--- src/rtl/tmr_pkg.sv ---
package tmr_pkg;
  typedef enum logic [2:0] {
    MD_TC_STICKY = 3'd0,
    MD_ONESHOT   = 3'd1,
    MD_RATE      = 3'd2,
    MD_SQUARE    = 3'd3,
    MD_SW_STROBE = 3'd4,
    MD_HW_STROBE = 3'd5
  } tmr_mode_e;
endpackage

--- src/rtl/tmr_mode_map.sv ---
module tmr_mode_map
  import tmr_pkg::*;
(
  input  logic [2:0] raw_i,
  output tmr_mode_e  mode_o
);
  always_comb begin
    unique case (raw_i)
      3'd0:    mode_o = MD_TC_STICKY;
      3'd1:    mode_o = MD_ONESHOT;
      3'd2:    mode_o = MD_RATE;
      3'd3:    mode_o = MD_SQUARE;
      3'd4:    mode_o = MD_SW_STROBE;
      3'd5:    mode_o = MD_HW_STROBE;
      3'd6:    mode_o = MD_RATE;     // spare code reuses the rate mode
      default: mode_o = MD_SQUARE;   // spare code reuses the square mode
    endcase
  end
endmodule

--- src/rtl/tmr_gate_edge.sv ---
module tmr_gate_edge (
  input  logic clk,
  input  logic rst_n,
  input  logic gate_i,
  output logic rise_o
);
  logic gate_q;
  logic gate_d;

  always_comb gate_d = gate_i;

  always_ff @(posedge clk or negedge rst_n) begin
    if (!rst_n) gate_q <= 1'b0;
    else        gate_q <= gate_d;
  end

  assign rise_o = gate_i & ~gate_q;
endmodule

--- src/rtl/tmr_down_core.sv ---
module tmr_down_core
  import tmr_pkg::*;
#(
  parameter int W = 16
) (
  input  logic         clk,
  input  logic         rst_n,
  input  logic         tick_i,
  input  logic         gate_i,
  input  logic         gate_rise_i,
  input  logic         load_i,
  input  logic [W-1:0] load_val_i,
  input  tmr_mode_e    load_mode_i,
  output logic         out_o,
  output logic [W-1:0] cnt_o,
  output logic         armed_o,
  output tmr_mode_e    mode_o
);
  localparam int CW = W + 1;
  localparam logic [CW-1:0] FULL = {1'b1, {W{1'b0}}};
  localparam logic [CW-1:0] ONE  = CW'(1);
  localparam logic [CW-1:0] TWO  = CW'(2);

  function automatic logic [CW-1:0] span_of(input logic [W-1:0] v);
    if (v == '0) return FULL;
    return {1'b0, v};
  endfunction

  function automatic logic [CW-1:0] first_load(input tmr_mode_e m, input logic [CW-1:0] p);
    if (m == MD_SQUARE) return p + {{(CW-1){1'b0}}, p[0]};
    return p;
  endfunction

  logic [CW-1:0] cnt_q,  cnt_d;
  logic [W-1:0]  rld_q,  rld_d;
  tmr_mode_e     mode_q, mode_d;
  logic          out_q,  out_d;
  logic          done_q, done_d;
  logic          armed_q, armed_d;

  logic [CW-1:0] per;
  logic [CW-1:0] odd_adj;
  logic          lvl_gated, retrig, pulse_md, run, defer;

  always_comb begin
    per       = span_of(rld_q);
    odd_adj   = {{(CW-1){1'b0}}, per[0]};
    lvl_gated = (mode_q inside {MD_TC_STICKY, MD_RATE, MD_SQUARE, MD_SW_STROBE});
    retrig    = (mode_q inside {MD_ONESHOT, MD_RATE, MD_SQUARE, MD_HW_STROBE});
    pulse_md  = (mode_q inside {MD_RATE, MD_SW_STROBE, MD_HW_STROBE});
    run       = armed_q & tick_i & ~done_q & (gate_i | ~lvl_gated);
    defer     = armed_q & (load_mode_i == mode_q) & (mode_q inside {MD_RATE, MD_SQUARE});
  end

  always_comb begin
    cnt_d   = cnt_q;
    rld_d   = rld_q;
    mode_d  = mode_q;
    out_d   = out_q;
    done_d  = done_q;
    armed_d = armed_q;

    // a pulse mode drops its output on the tick after it was raised
    if (armed_q && tick_i && pulse_md) out_d = 1'b0;

    if (run) begin
      unique case (mode_q)
        MD_RATE: begin
          if (cnt_q == ONE) begin
            cnt_d = per;
            out_d = 1'b1;
          end else begin
            cnt_d = cnt_q - ONE;
          end
        end
        MD_SQUARE: begin
          if (cnt_q <= TWO) begin
            if (out_q && (per != ONE)) begin
              out_d = 1'b0;
              cnt_d = per - odd_adj;
            end else begin
              out_d = 1'b1;
              cnt_d = per + odd_adj;
            end
          end else begin
            cnt_d = cnt_q - TWO;
          end
        end
        default: begin
          if (cnt_q == ONE) begin
            cnt_d  = '0;
            done_d = 1'b1;
            out_d  = 1'b1;
          end else begin
            cnt_d = cnt_q - ONE;
          end
        end
      endcase
    end

    if (armed_q && gate_rise_i && retrig) begin
      cnt_d  = first_load(mode_q, per);
      out_d  = (mode_q == MD_SQUARE);
      done_d = 1'b0;
    end

    if (load_i) begin
      rld_d   = load_val_i;
      mode_d  = load_mode_i;
      armed_d = 1'b1;
      if (!defer) begin
        cnt_d  = first_load(load_mode_i, span_of(load_val_i));
        out_d  = (load_mode_i == MD_SQUARE);
        done_d = 1'b0;
      end
    end
  end

  always_ff @(posedge clk or negedge rst_n) begin
    if (!rst_n) begin
      cnt_q   <= '0;
      rld_q   <= '0;
      mode_q  <= MD_TC_STICKY;
      out_q   <= 1'b0;
      done_q  <= 1'b0;
      armed_q <= 1'b0;
    end else begin
      cnt_q   <= cnt_d;
      rld_q   <= rld_d;
      mode_q  <= mode_d;
      out_q   <= out_d;
      done_q  <= done_d;
      armed_q <= armed_d;
    end
  end

  assign out_o   = out_q;
  assign cnt_o   = cnt_q[W-1:0];
  assign armed_o = armed_q;
  assign mode_o  = mode_q;
endmodule

--- src/rtl/tmr_chan.sv ---
module tmr_chan
  import tmr_pkg::*;
#(
  parameter int W = 16
) (
  input  logic         clk,
  input  logic         rst_n,
  input  logic         tick_en,
  input  logic         gate_in,
  input  logic         load_stb,
  input  logic [W-1:0] load_val,
  input  logic [2:0]   mode_sel,
  output logic         chan_out,
  output logic [W-1:0] count_val,
  output logic         count_loaded
);
  tmr_mode_e load_mode;
  tmr_mode_e mode_cur;
  logic      gate_rise;

  tmr_mode_map u_map (
    .raw_i  (mode_sel),
    .mode_o (load_mode)
  );

  tmr_gate_edge u_gate (
    .clk    (clk),
    .rst_n  (rst_n),
    .gate_i (gate_in),
    .rise_o (gate_rise)
  );

  tmr_down_core #(.W(W)) u_core (
    .clk         (clk),
    .rst_n       (rst_n),
    .tick_i      (tick_en),
    .gate_i      (gate_in),
    .gate_rise_i (gate_rise),
    .load_i      (load_stb),
    .load_val_i  (load_val),
    .load_mode_i (load_mode),
    .out_o       (chan_out),
    .cnt_o       (count_val),
    .armed_o     (count_loaded),
    .mode_o      (mode_cur)
  );
endmodule

--- config.mk ---
export PLATFORM = sky130hd
export DESIGN_NAME = tmr_chan
export DESIGN_NICKNAME = d
export VERILOG_FILES = /design/src/rtl/tmr_pkg.sv /design/src/rtl/tmr_mode_map.sv /design/src/rtl/tmr_gate_edge.sv /design/src/rtl/tmr_down_core.sv /design/src/rtl/tmr_chan.sv
export SDC_FILE = /design/constraint.sdc
export NUM_CORES = 1
export LEC_CHECK = 0
export CAP_MARGIN = 20
export CORE_MARGIN = 5
export CORE_UTILIZATION = 54
export DETAILED_ROUTE_END_ITERATION = 7
export MAX_ROUTING_LAYER = met4
export PLACE_DENSITY = 0.79
export SYNTH_ARGS = -nofsm -noshare
export SYNTH_HDL_FRONTEND = slang
export SYNTH_SLANG_ARGS = --single-unit
--- constraint.sdc ---
create_clock -name clk -period 2.3 [get_ports clk]
set_input_delay 0.46 -clock clk [delete_from_list [all_inputs] [get_ports clk]]
set_output_delay 0.46 -clock clk [all_outputs]
set_load 0.1 [all_outputs]
==> results.json <==
{
  "slew_viol_final": 0,
  "powerDensity_nw_per_um2": 542.8,
  "rsz0062_at_grt": "yes",
  "chipHeight_um": 101.6,
  "stdcell_count": 841,
  "slowest_delay_ps": 460,
  "grt.overflow.total": 0,
  "area_growth_pct": 39.99,
  "critPathCaptureType": "flop",
  "clk_latency_ps": 300,
  "worstPathCellList": "nor4_4 -> buf_12 -> and3_1 -> nand2_1 -> xor2_1 -> a211oi_1 -> o31ai_1 -> buf_4 -> a31oi_4",
  "hold_path_class": "in2async",
  "vias": 5360,
  "cts_max_level": 2,
  "drt_pass1_iterations": 6,
  "clk_pin_slew_ps": 90,
  "drc": 0,
  "start_util": 0.5542,
  "ys.flop_type": "dfrtp_1",
  "slew_headroom": 0.6232,
  "maxCapViolCount": 0,
  "grt_pass1_vias": 5205,
  "antenna_found_initial": 0,
  "grt_pass1_wl_mm": 27.59,
  "status": "complete, but fails checks",
  "critPathLaunchType": "flop",
  "grt_max_degree": 19,
  "die_x_um": 101.6,
  "hold_ws_ps": 104.9,
  "slowest_stage": "dfrtp_2",
  "cts_buffers": 5,
  "violations": "setup timing",
  "cp.arrival_ps": 2490,
  "dieArea_um2": 10320,
  "post-route-period-util": 1.006,
  "placedCellCount": 816,
  "numPortBuffers": 41,
  "cts_tree": "built",
  "yosysSeqAreaShare": 0.2209,
  "num_rows": 33,
  "yosys.cell_types.count": 72,
  "final_hold_viol_count": 0,
  "io_pins": 42,
  "cp.required_ps": 2480,
  "layout-drive-gt1-share": 0.3750,
  "critical_path_peak_fanout": 13,
  "fin_skew_ps": 3.355,
  "synth_nets": 620,
  "nets": 769,
  "ant_nets": 0,
  "worst_slack_ps": -13.37,
  "fillCellCount": 584,
  "cts_root_buf": "clkbuf_8",
  "gp_congestion": 1.030,
  "ys_warn_count": 0,
  "synth_edf_count": 0,
  "async_flop_share": 1.000,
  "path_buf_inv": 2,
  "crit_type": "reg2reg",
  "worst_pin_slew_ps": 561.4,
  "synth.ff_latch_count": 40,
  "clock.fmax_ghz": 0.4323,
  "grtUsageTotal": 0.3564,
  "fin_setup_tns_ps": -13.37,
  "syn_avg_cell_area_um2": 7.731,
  "routed_wl_mm": 17.92,
  "postSynthCellCount": 586,
  "numClockSinks": 40,
  "post-dp-hpwl_mm": 13.88,
  "post_drt_wl_per_cell_um": 21.31,
  "setup-violations-final": 1,
  "antenna-diode-count": 0,
  "drtIter0Drc": 559,
  "vdd_drop_max_mv": 0.3703,
  "clock_path_buffers": 2,
  "core-area_um2": 8175,
  "vias_per_cell": 6.373,
  "cp_top_family": "simple AND/OR/NAND/NOR gates",
  "cts_hold_buf": 0,
  "post-route-min-period_ps": 2313,
  "synth_area_um2": 4531,
  "leakage_nw": 2.594
}
==> sequential cells by signal, indices dropped and copies added, names as in the netlist <==
name,flops
u_core.armed_o,1
u_core.out_o,1
u_core.done_q,1
u_core.mode_o,3
u_core.cnt_q,17
u_gate.gate_q,1
u_core.rld_q,16
==> per-layer routing <==
layer / vias up / share of wire / GRT usage
met3: 76 / 0.098 / 0.07300
li1: 2411 / - / -
met1: 2533 / 0.40 / 0.4727
met4: 0 / 0.040 / 0.1115
met5: - / 0 / -
met2: 340 / 0.46 / 0.5458
==> area by class of cell <==
cell class	count	area [um^2]	area share
Clock inverter	3	42.54	0.006707
Tap cell	105	131.4	0.02071
Inverter	13	48.80	0.007694
Multi-Input combinational cell	468	3379	0.5328
Clock buffer	5	68.82	0.01085
Sequential cell	40	1005	0.1584
Timing Repair Buffer	207	1667	0.2628
==> layout by cell type (no fill, tap or decap), drive strengths merged, types with 3 or more instances in the layout <==
master,instances
a21oi,27
a211o,4
and2,6
buf,185
nor2b,3
nor4b,7
o22ai,3
o21ai,52
o211ai,8
a31oi,8
dfrtp,40
nor2,50
nor3,15
o31ai,9
nor3b,4
a2111oi,3
nand4,18
and3,8
a21boi,4
mux2,13
nand3,22
a221oi,3
o311ai,4
clkbuf,5
a21o,3
nand2,72
a211oi,15
ha,10
xnor2,33
clkdlybuf4s50,22
inv,13
nor4,18
xor2,19
==> cell families (layout without fill, tap and decap cells) <==
| kind of cell | count (synthesis) | after routing | synth area share |
|---|---|---|---|
| fa+ha+maj | 10 | 10 | 0.02762 |
| flops | 40 | 40 | 0.2209 |
| buf+inv | 78 | 228 | 0.1008 |
| simple gates | 235 | 235 | 0.2850 |
| compound gates | 156 | 156 | 0.2284 |
| mux | 15 | 15 | 0.03673 |
| xor+xnor | 52 | 52 | 0.1005 |
==> Yosys cell counts (all sizes together), types with 3 or more instances <==
cell type | instances | share of area
mux2 | 13 | 0.032
nor4b | 7 | 0.015
a2111oi | 3 | 0.0075
dfrtp | 40 | 0.22
clkbuf | 22 | 0.020
a211oi | 15 | 0.028
a21oi | 27 | 0.032
o21ai | 52 | 0.057
and2 | 6 | 0.0083
xor2 | 19 | 0.037
nor3 | 15 | 0.019
o31ai | 9 | 0.015
nor4 | 18 | 0.044
inv | 13 | 0.011
a21boi | 4 | 0.0066
nand2 | 72 | 0.061
a21o | 3 | 0.0050
a211o | 4 | 0.0077
nand4 | 18 | 0.028
a31oi | 8 | 0.011
buf | 43 | 0.070
nor2 | 50 | 0.043
xnor2 | 33 | 0.064
o311ai | 4 | 0.0077
nand3 | 22 | 0.025
ha | 10 | 0.028
and3 | 8 | 0.011
o22ai | 3 | 0.0041
o211ai | 8 | 0.013
a221oi | 3 | 0.0072
nor3b | 4 | 0.0077
nor2b | 3 | 0.0041
==> timing repair <==
item / CTS / global route
buffers inserted: 3 / 15
gates resized for setup: 10 / 63
setup endpoints to repair: 14 / 17
pin swaps: 5 / 46
==> per-stage QoR <==
step | total power [W] | utilization | setup WS (ps) | instance area [um^2]
after floorplan | 0.002092 | - | 29.92 | 4532
after global placement | 0.002642 | 0.7066 | -164.7 | 5777
after detailed placement | 0.002667 | 0.7066 | -168.2 | 5777
after CTS | 0.003287 | 0.7279 | 16.17 | 5951
after global routing | 0.003591 | 0.7758 | -110.7 | 6342
final | 0.003443 | 0.7758 | -13.37 | 6342
==> worst paths after layout <==
kind | cells past startpoint | startpoint | endpoint | slack (ps)
setup reg to reg | 9 | u_core.cnt_q[5] | u_core.cnt_q[12] | -10
max in group asynchronous | 2 | rst_n | u_core.armed_o | 1600
hold reg to reg | 1 | u_core.armed_o | u_core.armed_o | 580
min in group clk | 1 | u_core.armed_o | u_core.armed_o | 580
setup / recovery | 9 | u_core.cnt_q[5] | u_core.cnt_q[12] | -10
hold / removal | 1 | rst_n | u_core.cnt_q[3] | 100
==> report_power, final <==
| part | switching (W) | leakage [nW] | internal, W |
|---|---|---|---|
| Combinational | 0.00119 | 2.08 | 0.000719 |
| Sequential | 0.000137 | 0.462 | 0.000791 |
| Clock | 0.000286 | 0.0541 | 0.000322 |
| Total | 0.00161 | 2.59 | 0.00183 |
No activity file was read; power rests on OpenSTA's default activity.
